## config.mk

```make
export PLATFORM = sky130hd
export DESIGN_NAME = key_matrix_scanner
export DESIGN_NICKNAME = d
export VERILOG_FILES = /design/src/rtl/kms_pkg.sv /design/src/rtl/kms_line_map.sv /design/src/rtl/kms_capture.sv /design/src/rtl/key_matrix_scanner.sv
export SDC_FILE = /design/constraint.sdc
export NUM_CORES = 1
export LEC_CHECK = 0
export BUFFER_PORTS_ARGS = -buffer_cell sky130_fd_sc_hd__buf_2
export CAP_MARGIN = 20
export CORE_ASPECT_RATIO = 0.7
export CORE_MARGIN = 2
export CORE_UTILIZATION = 35
export DETAILED_ROUTE_END_ITERATION = 12
export GPL_ROUTABILITY_DRIVEN = 0
export PLACE_DENSITY = 0.52
export SLEW_MARGIN = 20
export SYNTH_ARGS = -nofsm -noshare
export SYNTH_HDL_FRONTEND = slang
export SYNTH_SLANG_ARGS = --single-unit
export TNS_END_PERCENT = 30
```

## constraint.sdc

```tcl
create_clock -name clk -period 5.8 [get_ports clk]
set_input_delay 1.16 -clock clk [delete_from_list [all_inputs] [get_ports clk]]
set_output_delay 1.16 -clock clk [all_outputs]
set_load 0.005 [all_outputs]
```

## src/rtl/kms_pkg.sv

```systemverilog
package kms_pkg;
    typedef enum logic [1:0] {
        ST_IDLE = 2'd0,
        ST_SCAN = 2'd1,
        ST_HOLD = 2'd2,
        ST_WAIT = 2'd3
    } kms_state_e;
endpackage

```

## src/rtl/kms_line_map.sv

```systemverilog
module kms_line_map #(
    parameter int DRIVES = 6
) (
    input  logic [1:0]        line_sel,
    input  logic [1:0]        sleep_code,
    output logic [DRIVES-1:0] line_en,
    output logic [DRIVES-1:0] idle_drive
);
    logic [DRIVES-1:0] pattern;

    // lines 1 and 2 may be handed away; the rest always scan
    for (genvar k = 0; k < DRIVES; k++) begin : g_en
        if (k == 0) begin : g_l1
            assign line_en[k] = ~line_sel[1];
        end else if (k == 1) begin : g_l2
            assign line_en[k] = (line_sel == 2'b00);
        end else begin : g_rest
            assign line_en[k] = 1'b1;
        end
    end

    always_comb begin
        unique case (sleep_code)
            2'b01:   pattern = {1'b1, {(DRIVES-1){1'b0}}};
            2'b10:   pattern = {2'b11, {(DRIVES-2){1'b0}}};
            default: pattern = {DRIVES{1'b1}};
        endcase
        idle_drive = pattern & line_en;
    end
endmodule

```

## src/rtl/kms_capture.sv

```systemverilog
module kms_capture #(
    parameter int DRIVES = 6,
    parameter int SENSES = 5,
    parameter int IDXW   = 4
) (
    input  logic                     clk,
    input  logic                     rst_n,
    input  logic                     cap_en,
    input  logic                     second,
    input  logic [IDXW-1:0]          line_idx,
    input  logic [DRIVES-1:0]        line_en,
    input  logic [SENSES-1:0]        sense_in,
    output logic [DRIVES*SENSES-1:0] buf_a,
    output logic [DRIVES*SENSES-1:0] buf_b
);
    localparam int KEYS = DRIVES * SENSES;

    typedef struct packed {
        logic [KEYS-1:0] a;
        logic [KEYS-1:0] b;
    } cap_t;

    cap_t cap_d, cap_q;

    always_comb begin
        int base;
        logic [SENSES-1:0] slice;
        cap_d = cap_q;
        base  = int'(line_idx) * SENSES;
        slice = line_en[line_idx] ? sense_in : '0;
        if (cap_en) begin
            if (second) cap_d.b[base +: SENSES] = slice;
            else        cap_d.a[base +: SENSES] = slice;
        end
    end

    always_ff @(posedge clk or negedge rst_n) begin
        if (!rst_n) cap_q <= '0;
        else        cap_q <= cap_d;
    end

    assign buf_a = cap_q.a;
    assign buf_b = cap_q.b;
endmodule

```

## src/rtl/key_matrix_scanner.sv

```systemverilog
module key_matrix_scanner #(
    parameter int DRIVES       = 6,
    parameter int SENSES       = 5,
    parameter int SCAN_PERIODS = 288,
    parameter int REQ_PERIODS  = 615
) (
    input  logic                     clk,
    input  logic                     rst_n,
    input  logic                     tick,
    input  logic [1:0]               sleep_code,
    input  logic [1:0]               line_sel,
    input  logic [SENSES-1:0]        sense_in,
    input  logic                     host_read,
    output logic [DRIVES-1:0]        drive_out,
    output logic [DRIVES*SENSES-1:0] key_data,
    output logic                     read_req,
    output logic                     osc_run
);
    import kms_pkg::*;

    localparam int KEYS  = DRIVES * SENSES;
    localparam int SLOT  = SCAN_PERIODS / DRIVES;
    localparam int HOLD  = REQ_PERIODS - 2 * SCAN_PERIODS;
    localparam int SW    = $clog2(SLOT + 1);
    localparam int LW    = $clog2(2 * DRIVES);
    localparam int HW    = $clog2(HOLD + 1);

    typedef struct packed {
        kms_state_e      st;
        logic [SW-1:0]   sub;
        logic [LW-1:0]   slot;
        logic [HW-1:0]   hold;
        logic            req;
        logic [KEYS-1:0] keys;
    } ctl_t;

    ctl_t ctl_d, ctl_q;

    logic [DRIVES-1:0] line_en, idle_drive;
    logic [KEYS-1:0]   buf_a, buf_b;
    logic [LW-1:0]     cur_line;
    logic              second, capture_en, in_scan;

    kms_line_map #(.DRIVES(DRIVES)) u_map (
        .line_sel   (line_sel),
        .sleep_code (sleep_code),
        .line_en    (line_en),
        .idle_drive (idle_drive)
    );

    assign second   = (ctl_q.slot >= LW'(DRIVES));
    assign cur_line = second ? ctl_q.slot - LW'(DRIVES) : ctl_q.slot;
    assign in_scan  = (ctl_q.st == ST_SCAN);

    kms_capture #(.DRIVES(DRIVES), .SENSES(SENSES), .IDXW(LW)) u_cap (
        .clk      (clk),
        .rst_n    (rst_n),
        .cap_en   (capture_en),
        .second   (second),
        .line_idx (cur_line),
        .line_en  (line_en),
        .sense_in (sense_in),
        .buf_a    (buf_a),
        .buf_b    (buf_b)
    );

    always_comb begin
        ctl_d      = ctl_q;
        capture_en = 1'b0;
        unique case (ctl_q.st)
            ST_IDLE: begin
                if (|sense_in) begin
                    ctl_d.st   = ST_SCAN;
                    ctl_d.sub  = '0;
                    ctl_d.slot = '0;
                end
            end
            ST_SCAN: begin
                if (tick) begin
                    if (ctl_q.sub == SW'(SLOT - 1)) begin
                        capture_en = 1'b1;
                        ctl_d.sub  = '0;
                        if (ctl_q.slot == LW'(2 * DRIVES - 1)) begin
                            ctl_d.st   = ST_HOLD;
                            ctl_d.hold = '0;
                        end else begin
                            ctl_d.slot = ctl_q.slot + 1'b1;
                        end
                    end else begin
                        ctl_d.sub = ctl_q.sub + 1'b1;
                    end
                end
            end
            ST_HOLD: begin
                if (tick) begin
                    if (ctl_q.hold == HW'(HOLD - 1)) begin
                        if (buf_a == buf_b) begin
                            ctl_d.keys = buf_a;
                            if (|buf_a) begin
                                ctl_d.st  = ST_WAIT;
                                ctl_d.req = 1'b1;
                            end else begin
                                ctl_d.st = ST_IDLE;
                            end
                        end else if (|sense_in) begin
                            ctl_d.st   = ST_SCAN;
                            ctl_d.sub  = '0;
                            ctl_d.slot = '0;
                        end else begin
                            ctl_d.st = ST_IDLE;
                        end
                    end else begin
                        ctl_d.hold = ctl_q.hold + 1'b1;
                    end
                end
            end
            ST_WAIT: begin
                if (host_read) begin
                    ctl_d.req  = 1'b0;
                    ctl_d.st   = ST_SCAN;
                    ctl_d.sub  = '0;
                    ctl_d.slot = '0;
                end
            end
            default: ctl_d.st = ST_IDLE;
        endcase
    end

    always_ff @(posedge clk or negedge rst_n) begin
        if (!rst_n) ctl_q <= '{st: ST_IDLE, default: '0};
        else        ctl_q <= ctl_d;
    end

    always_comb begin
        if (in_scan) drive_out = (DRIVES'(1) << cur_line) & line_en;
        else         drive_out = idle_drive;
    end

    assign key_data = ctl_q.keys;
    assign read_req = ctl_q.req;
    assign osc_run  = (sleep_code == 2'b00) || (ctl_q.st != ST_IDLE);
endmodule

```

==> run metrics, run 1 <==
status finished, final reports clean; DR vias/cell just over 5; Setup TNS 0 ps; Std-Cell Rows 39; antenna diode count 0; Cell Pwr Density ~230 mW/mm²; Yosys cell types 57; synthesized area about 0.0058 mm²; Final Core Density 0.3910; RSZ-0062 raised after global routing false; Clock Path Buffers 2; hold_buf cts 0; met1 Usage GRT 0.2550; register bit count reported by yosys about 110; multi-input combinational cell area approximately 0.0027 mm²; GRT met3 Usage 0.03245; grt ovf 0; filler instances ~1600; syn_nets 536; count of clock tree sinks 109; chip height 111.3 µm; Max Fclk approximately 0.26 GHz; top_reg_cell synth dfrtp_1; Slew HR 0.4562; register area approximately 0.0027 mm²; EDFF count, synth 0; Routed wire per std cell approximately 17 µm; Hold Path Class reg2reg; vias in the first global route between 3000 and 4000; final setup violating endpoints 0; Worst-Skew Late Latency 360 ps; post-CTS resize count 0; Die Footprint approximately 0.018 mm²; crit share post-route 0.6715; min setup slack post-route 1905 ps; CP Capture Type output port; GRT Util Overall 0.1601; Final Hold Viols 0; first-pass GRT wire length about 22000 µm; layout cells sized above 1 0.3221; pre-CTS setup slack between 2000 and 2500 ps; Crit Path Category reg2out; CP Launch Type flip-flop; pin count of the biggest net entering global routing 79; Mapped Cells just over 500; Layout area overhead 10.02%; Core Area ~0.016 mm²; gr busiest metal met1; Total Wirelength approximately 13000 µm; first-iteration detailed-routing DRC count around 270; fraction of registers with async set/reset 1.000; Slew @ Worst Pin about 810 ps; Die W 157.3 µm; Worst-path clk slew 80 ps; total number of vias between 3000 and 4000; Seq/Total Area, Yosys 0.4737; TritonCTS buffer count 9; drt drc 0; DP HPWL around 10000 µm; met2 Use GR 0.2183; Initial Util 0.3554; LEAKAGE 3.205 nW; maximum VDD drop ~110 µV; antenna violations before repair 0; Clock Tree Root clkbuf_16; PortBufs 50; max-slew violations 0; H-tree depth 3; crit-path max FO 15; Setup Fix Bufs, Post-CTS 0; Post-DRT Antenna Nets 0; I/O pin cnt 51; worst endpoint data arrival time approximately 2700 ps; CTS tree built; syn_area_per_cell 11.27 µm²; Yosys Warn Count 0; Clock Skews roughly 8.7 ps; fin crit period 3895 ps; Total Power around 0.0015 W; Worst EP required between 4000 and 5000 ps; Nets roughly 550; max-cap violations 0; first drt pass iteration count 5
## layout by cell type (no fill, tap or decap), types with 7 or more instances in the layout
cell type,instances
dfrtp_1,109
mux2_2,83
buf_2,49
nand2_1,33
xor2_1,30
nor2_1,20
inv_1,18
nor4_1,15
a21oi_1,13
ha_1,12
nand3_1,11
o31ai_1,11
nor3_1,10
clkbuf_16,9
o21ai_0,8
nor2_2,8
and2_1,7
nand2b_1,7
## cell usage after synthesis, types with 6 or more instances
cell type  count  area, µm²
nand4_1        6      37.54
nand3_1       11      55.05
ha_1          12      150.1
nand2_1       33      123.9
xor2_1        30      262.8
a21oi_1       13      65.06
nor4_1        15      93.84
mux2_2        83      934.7
nor2_1        20      75.07
o31ai_1       11      82.58
and2_1         7      43.79
inv_1         18      67.56
dfrtp_1      109       2728
nand2b_1       7      43.79
buf_4         30      225.2
buf_2          8      40.04
nor2_2         8      50.05
o21ai_0        8      40.04
nor3_1        10      50.05
## power by group
part	switching (W)	total (W)	internal [W]
Combinational	0.0000387	0.0000563	0.0000176
Clock	0.000308	0.000656	0.000348
Sequential	0.00000613	0.000770	0.000764
## per-layer routing
layer	vias up	wire, µm
li1	1835	-
met1	1914	7078
met2	80	5315
met3	11	640
met4	0	140
met5	-	0
## state kept, by name (all words and copies together) (netlist names)
| register | cells |
|---|---|
| ctl_q | 18 |
| read_req | 1 |
| u_cap.buf_a | 30 |
| u_cap.buf_b | 30 |
| key_data | 30 |
## area by class of cell
class                           instances  share of cell area
Clock buffer                            9             0.03555
Multi-Input combinational cell        339              0.4217
Sequential cell                       109              0.4306
Tap cell                              225             0.04444
Timing Repair Buffer                   52             0.04286
Inverter                               18             0.01067
Clock inverter                          7             0.01422
## cell families after synthesis
group,count (synthesis),synth area share
AOI/OAI and AO/OA,68,0.08758
adders and majority gates,12,0.02607
buffers and inverters,63,0.06237
and+or+nand+nor,141,0.1336
xor gates and xnor gates,30,0.04563
muxes,88,0.1710
DFF,109,0.4737
## critical path, stage by stage, from the launching register on
cell and delay [ps]:
dfrtp_1 540, ha_1 470, nand2b_1 180, o21ai_0 200, a22oi_1 210, nor3_1 420
a21oi_1 130, nor2_1 110, buf_2 120
## worst paths after layout
kind                                             startpoint                          to  slack, ps  depth (start not counted)
worst max-delay path                  ctl_q[38]$_DFFE_PN0P_                drive_out[0]       1910                          8
min in group asynchronous                             rst_n       ctl_q[42]$_DFFE_PN0P_        800                          1
worst min register to register        ctl_q[36]$_DFFE_PN0P_       ctl_q[36]$_DFFE_PN0P_        480                          1
worst min-delay path                  ctl_q[36]$_DFFE_PN0P_       ctl_q[36]$_DFFE_PN0P_        480                          1
worst max register to register  u_cap.buf_a[14]$_DFFE_PN0P_        read_req$_DFFE_PN0P_       2740                          7
max in group asynchronous                             rst_n  u_cap.buf_b[0]$_DFFE_PN0P_       4020                          2
## metrics by stage
| stage | cell area [µm²] | hold slack [ps] | cells |
|---|---|---|---|
| 2_1_floorplan | 5758 | 443.1 | 511 |
| 3_3_place_gp | 6016 | 466.9 | 743 |
| 3_5_place_dp | 6016 | 472.7 | 743 |
| 4_1_cts | 6331 | 488.5 | 759 |
| 5_1_grt | 6335 | 521.2 | 759 |
| 6_report | 6335 | 484.1 | 759 |
No activity file was read; power rests on OpenSTA's default activity.
==> run 2, diff against run 1 <==
--- a/config.mk
+++ b/config.mk
@@ -12,7 +12,7 @@
 export CORE_UTILIZATION = 35
 export DETAILED_ROUTE_END_ITERATION = 12
 export GPL_ROUTABILITY_DRIVEN = 0
-export PLACE_DENSITY = 0.52
+export PLACE_DENSITY = 0.53
 export SLEW_MARGIN = 20
 export SYNTH_ARGS = -nofsm -noshare
 export SYNTH_HDL_FRONTEND = slang
==> constraint.sdc (replaced) <==
create_clock -name clk -period 3.5 [get_ports clk]
set_input_delay 0.7 -clock clk [delete_from_list [all_inputs] [get_ports clk]]
set_output_delay 0.7 -clock clk [all_outputs]
set_load 0.005 [all_outputs]
==> run 2 against run 1 <==
Against the previous run: non-clock buffer count increased by 3; clock skew up 4.9 ps; worst setup slack lost 1700 ps; cell area increased by 0.75%; die area is the same; global-route usage is 0.088 points lower; wire length rose by 1.6%; combinational power increased by 71%; sequential cell count is the same; critical path type unchanged; largest cell class unchanged; highest routed layer unchanged.
==> run metrics, run 2 (synthesis results as in run 1) <==
CTS tree built (unchanged); H-tree depth 3 (unchanged); crit-path max FO 8 (was 15); Cell Pwr Density 385.0 mW/mm² (was 234.1 mW/mm²); grt ovf 0 (unchanged); Post-DRT Antenna Nets 0 (unchanged); GRT Util Overall 0.1593 (was 0.1601); Die Footprint 0.01751 mm² (unchanged); Max Fclk around 0.3 GHz; Total Wirelength 13390 µm (was 13170 µm); chip height 111.3 µm (unchanged); Worst-path clk slew 80 ps (about the same); Slew @ Worst Pin 849.7 ps (was 813.3 ps); commonest non-fill, non-tap cell in the layout dfrtp_1 (unchanged); filler instances 1641 (was 1604); post-CTS resize count 0 (unchanged); most frequent cells in the layout dfrtp_1, mux2_2, buf_2 (unchanged); max-slew violations 0 (unchanged); worst reg2reg path depth 8 (was 7); status finished, final reports clean (unchanged); crit share post-route 0.9550; Clock Path Buffers 2 (unchanged); Inst Count DP 746 (was 743); Initial Util 0.3554 (unchanged); finished layout cell area 0.006382 mm² (was 0.006335 mm²); Slew HR 0.4335 (was 0.4562); DR vias/cell 5.075 (was 5.059); Setup Fix Bufs, Post-CTS 0 (unchanged); Clock Tree Root clkbuf_16 (unchanged); maximum VDD drop 257.5 µV (was 114.8 µV); vias in the first global route 3931 (was 3882); I/O pin cnt 51 (unchanged); hold_buf cts 0 (unchanged); register area 0.002729 mm² (was 0.002728 mm²); TritonCTS buffer count 9 (unchanged); Post-Layout Cell Count 762 (was 759); CP Launch Type flip-flop (unchanged); final setup violating endpoints 0 (unchanged); first drt pass iteration count 4 (was 5); Placed Area 0.006051 mm² (was 0.006016 mm²); LEAKAGE 3.222 nW (was 3.205 nW); CP Capture Type output port (unchanged); first-pass GRT wire length 21690 µm (was 21760 µm); antenna diode count 0 (unchanged); PortBufs 50 (unchanged); Total Power 0.002457 W (was 0.001483 W); worst endpoint data arrival time 2640 ps (was 2730 ps); Final Hold Viols 0 (unchanged); Worst-Skew Late Latency 350 ps (was 360 ps); fin crit period 3343 ps; Hold Path Class in2async (was reg2reg); Routed wire per std cell 17.57 µm (was 17.36 µm); total number of vias 3867 (was 3840); hold slack 450.4 ps (was 484.1 ps); Nets 557 (was 554); Layout area overhead 10.84% (was 10.02%); Worst EP required 2800 ps (was 4640 ps); Clock Skews 13.64 ps (was 8.717 ps); Core Area 0.01620 mm² (unchanged); max-cap violations 0 (unchanged); antenna violations before repair 0 (unchanged); DP HPWL 10020 µm (was 9798 µm); Die W 157.3 µm (unchanged); multi-input combinational cell area 0.002681 mm² (was 0.002671 mm²); count of clock tree sinks 109 (unchanged); Crit Path Category reg2out (unchanged); layout cells sized above 1 0.3315 (was 0.3221); pin count of the biggest net entering global routing 64 (was 79); Std-Cell Rows 39 (unchanged); drt drc 0 (unchanged); first-iteration detailed-routing DRC count 341 (was 266)
## run 2: area by class of cell
type	count	area share
clock buffer	10	0.03744
clock inverter	6	0.01274
inverter	18	0.01059
multi-input combinational	339	0.4201
sequential	109	0.4276
tap	225	0.04411
timing repair buffer	55	0.04744
## run 2: worst paths after layout
| path | startpoint | endpoint | slack, ps |
|---|---|---|---|
| setup / recovery | ctl_q[37]$_DFFE_PN0P_ | drive_out[4] | 160 |
| hold / removal | rst_n | ctl_q[42]$_DFFE_PN0P_ | 450 |
| setup reg to reg | ctl_q[37]$_DFFE_PN0P_ | u_cap.buf_b[21]$_DFFE_PN0P_ | 480 |
| hold reg to reg | ctl_q[36]$_DFFE_PN0P_ | ctl_q[36]$_DFFE_PN0P_ | 490 |
| max in group asynchronous | rst_n | key_data[6]$_DFFE_PN0P_ | 2300 |
| min in group clk | ctl_q[36]$_DFFE_PN0P_ | ctl_q[36]$_DFFE_PN0P_ | 490 |
## run 2: stage by stage
step	setup slack [ps]	setup TNS, ps	utilization
after global routing	-19.72	-19.72	0.3940
final	157.4	0	0.3940
after detailed placement	538.7	0	0.3735
after floorplan	997.3	0	-
after global placement	640.7	0	0.3735
after CTS	135.6	0	0.3933
## run 2: power by group
group	internal (W)	leakage (nW)	switching [W]	total, W
clock	0.000589	0.156	0.000495	0.00108
combinational	0.0000309	1.59	0.0000651	0.0000960
sequential	0.00127	1.48	0.0000106	0.00128
total	0.00189	3.22	0.000571	0.00246
## run 2: layer usage
metal | vias to the layer above | global-route usage | routed length, µm
li1 | 1843 | - | -
met1 | 1951 | 0.2511 | 7182
met2 | 69 | 0.2259 | 5659
met3 | 4 | 0.03557 | 477
met4 | 0 | 0.02364 | 66
met5 | - | 0 | 0
## run 2: critical path, cell delays in order, from the launching register on
cell     delay (ps)
dfrtp_1         540
inv_1           200
ha_1            310
a21oi_1         180
nor2_1           90
a21o_1          270
or3_1           410
mux2i_1         150
buf_2           130
==> run 3, diff against run 2 <==
--- a/config.mk
+++ b/config.mk
@@ -7,12 +7,14 @@
 export LEC_CHECK = 0
 export BUFFER_PORTS_ARGS = -buffer_cell sky130_fd_sc_hd__buf_2
 export CAP_MARGIN = 20
+export CELL_PAD_IN_SITES_DETAIL_PLACEMENT = 1
+export CELL_PAD_IN_SITES_GLOBAL_PLACEMENT = 2
 export CORE_ASPECT_RATIO = 0.7
 export CORE_MARGIN = 2
 export CORE_UTILIZATION = 35
 export DETAILED_ROUTE_END_ITERATION = 12
 export GPL_ROUTABILITY_DRIVEN = 0
-export PLACE_DENSITY = 0.53
+export PLACE_DENSITY = 0.74
 export SLEW_MARGIN = 20
 export SYNTH_ARGS = -nofsm -noshare
 export SYNTH_HDL_FRONTEND = slang
==> run 3 against run 2 <==
Against the previous run: worst hold slack lost 110 ps; highest routed layer unchanged; sequential share of layout area increased by 0.15 points; wire length increased by 4.7%; clock-buffer cell count decreased by 1; sequential power barely moved; non-clock buffer count shrank 1; via count increased by 0.59%; worst setup slack better by 140 ps.
==> run metrics, run 3 (synthesis results as in run 1) <==
status finished, final reports clean (unchanged); final setup violating endpoints 0 (unchanged); Layout area overhead 10.52% (was 10.84%); Critical Path Max Stage Delay 470 ps (was 540 ps); WP buf/inv 2 (unchanged); finished layout cell area 0.006364 mm² (was 0.006382 mm²); Total Wirelength 14010 µm (was 13390 µm); worst reg2reg path depth 7 (was 8); Top delay family on crit path simple AND/OR/NAND/NOR gates (was flip-flops); DR vias/cell 5.112 (was 5.075); grt ovf 0 (unchanged); vias in the first global route 4065 (was 3931); Initial Util 0.3554 (unchanged); Worst-path clk slew 80 ps (about the same); crit share post-route 0.9164 (was 0.9550); Slew @ Worst Pin 742.6 ps (was 849.7 ps); Placed Area 0.006043 mm² (was 0.006051 mm²); Routed wire per std cell 18.41 µm (was 17.57 µm); count of clock tree sinks 109 (unchanged); Hold Path Class in2async (unchanged); pre-CTS setup slack 528.1 ps (was 538.7 ps); Final Hold Viols 0 (unchanged); max-slew violations 0 (unchanged); Worst-Skew Late Latency 360 ps (was 350 ps); CP Launch Type flip-flop (unchanged); PortBufs 50 (unchanged); CP max-delay cell dfrtp_2 (was dfrtp_1); min setup slack post-route 292.7 ps (was 157.4 ps); layout cells sized above 1 0.3321 (was 0.3315); worst r2r src ctl_q[39]$_DFFE_PN0P_ (was ctl_q[37]$_DFFE_PN0P_); first-pass GRT wire length 23090 µm (was 21690 µm); crit-path max FO 8 (unchanged); chip height 111.3 µm (unchanged); cells along the critical path inv_1 > ha_1 > a21oi_1 > nor2_1 > a21o_1 > or3_1 > mux2i_1 > buf_2 (unchanged); DP HPWL 10620 µm (was 10020 µm); GRT Util Overall 0.1709 (was 0.1593); LEAKAGE 3.211 nW (was 3.222 nW); CTS tree built (unchanged); Clock Skews 7.483 ps (was 13.64 ps); Clock Tree Root clkbuf_16 (unchanged); most frequent cells in the layout dfrtp_1, mux2_2, buf_2 (unchanged); Setup TNS 0 ps (unchanged); Die Footprint 0.01751 mm² (unchanged); Std-Cell Rows 39 (unchanged); Core Area 0.01620 mm² (unchanged); Max Fclk 0.3118 GHz (was 0.2992 GHz); pin count of the biggest net entering global routing 46 (was 64); H-tree depth 3 (unchanged); total number of vias 3890 (was 3867); Die W 157.3 µm (unchanged); antenna diode count 0 (unchanged); Final Core Density 0.3928 (was 0.3940); Slew HR 0.5049 (was 0.4335); Nets 556 (was 557); max-cap violations 0 (unchanged); antenna violations before repair 0 (unchanged); I/O pin cnt 51 (unchanged); TritonCTS buffer count 9 (unchanged); maximum VDD drop 187.4 µV (was 257.5 µV); fin crit period 3207 ps (was 3343 ps); Crit Path Category reg2out (unchanged); worst endpoint data arrival time 2510 ps (was 2640 ps); drt drc 0 (unchanged); first-iteration detailed-routing DRC count 186 (was 341); commonest non-fill, non-tap cell in the layout dfrtp_1 (unchanged); CP Capture Type output port (unchanged); Total Power 0.002445 W (was 0.002457 W); Worst EP required 2800 ps (about the same); first drt pass iteration count 4 (unchanged); Cell Pwr Density 384.3 mW/mm² (was 385.0 mW/mm²); Reg-to-Reg End u_cap.buf_a[21]$_DFFE_PN0P_ (was u_cap.buf_b[21]$_DFFE_PN0P_); Clock Path Buffers 2 (unchanged); Post-DRT Antenna Nets 0 (unchanged); RSZ-0062 raised after global routing false; FF-to-FF setup slack 630 ps (was 480 ps)
run 3: timing repair:
| item | 4_1_cts | 5_1_grt |
|---|---|---|
| buffers inserted | 0 | 0 |
| gates resized for setup | 0 | 4 |
| hold buffers | 0 | 0 |
| endpoints found under the hold margin | 0 | 0 |
| endpoints found under the setup margin | 0 | 2 |
run 3: area by class of cell:
class,count,area (µm²)
fillers,1810,9837
flip-flops and latches,109,2730
multi-input cells,339,2681
repair buffers,54,295.3
well taps,225,281.5
clock buffers,9,225.2
clock inverters,7,82.58
inverters,18,67.56
run 3: per-stage QoR:
stage          std cells  hold WS (ps)
6_report             761         338.7
5_1_grt              761         379.1
4_1_cts              761         356.9
3_5_place_dp         745         476.4
3_3_place_gp         745         465.6
2_1_floorplan        511         404.4
run 3: worst max path at each step:
stage | start | to | slack (ps) | cells past startpoint
final | ctl_q[37]$_DFFE_PN0P_ | drive_out[4] | 290 | 8
after global routing | ctl_q[39]$_DFFE_PN0P_ | drive_out[1] | 100 | 8
after CTS | ctl_q[38]$_DFFE_PN0P_ | drive_out[0] | 110 | 8
after detailed placement | ctl_q[38]$_DFFE_PN0P_ | drive_out[0] | 530 | 8
after global placement | ctl_q[38]$_DFFE_PN0P_ | drive_out[0] | 600 | 8
after floorplan | ctl_q[37]$_DFFE_PN0P_ | drive_out[4] | 1000 | 7
run 3: where the power goes:
part / switching, W / internal [W]
registers: 0.0000114 / 0.00127
clock network: 0.000502 / 0.000568
logic: 0.0000664 / 0.0000310
run 3: routing by layer:
layer / wire length (µm) / part of all wire / track usage / up-vias
met2: 5851 / 0.42 / 0.2378 / 66
met3: 497 / 0.035 / 0.03479 / 9
met5: 0 / 0 / 0 / -
met4: 132 / 0.0094 / 0.04000 / 0
met1: 7529 / 0.54 / 0.2690 / 1980
li1: - / - / - / 1835
run 3: worst reg2reg max path: stages (launching register included):
cell and delay [ps]:
dfrtp_1 560, ha_1 390, nand2b_1 180, o21ai_0 250, a221oi_1 170, o31ai_4 630, nor2_2 240, mux2_2 340
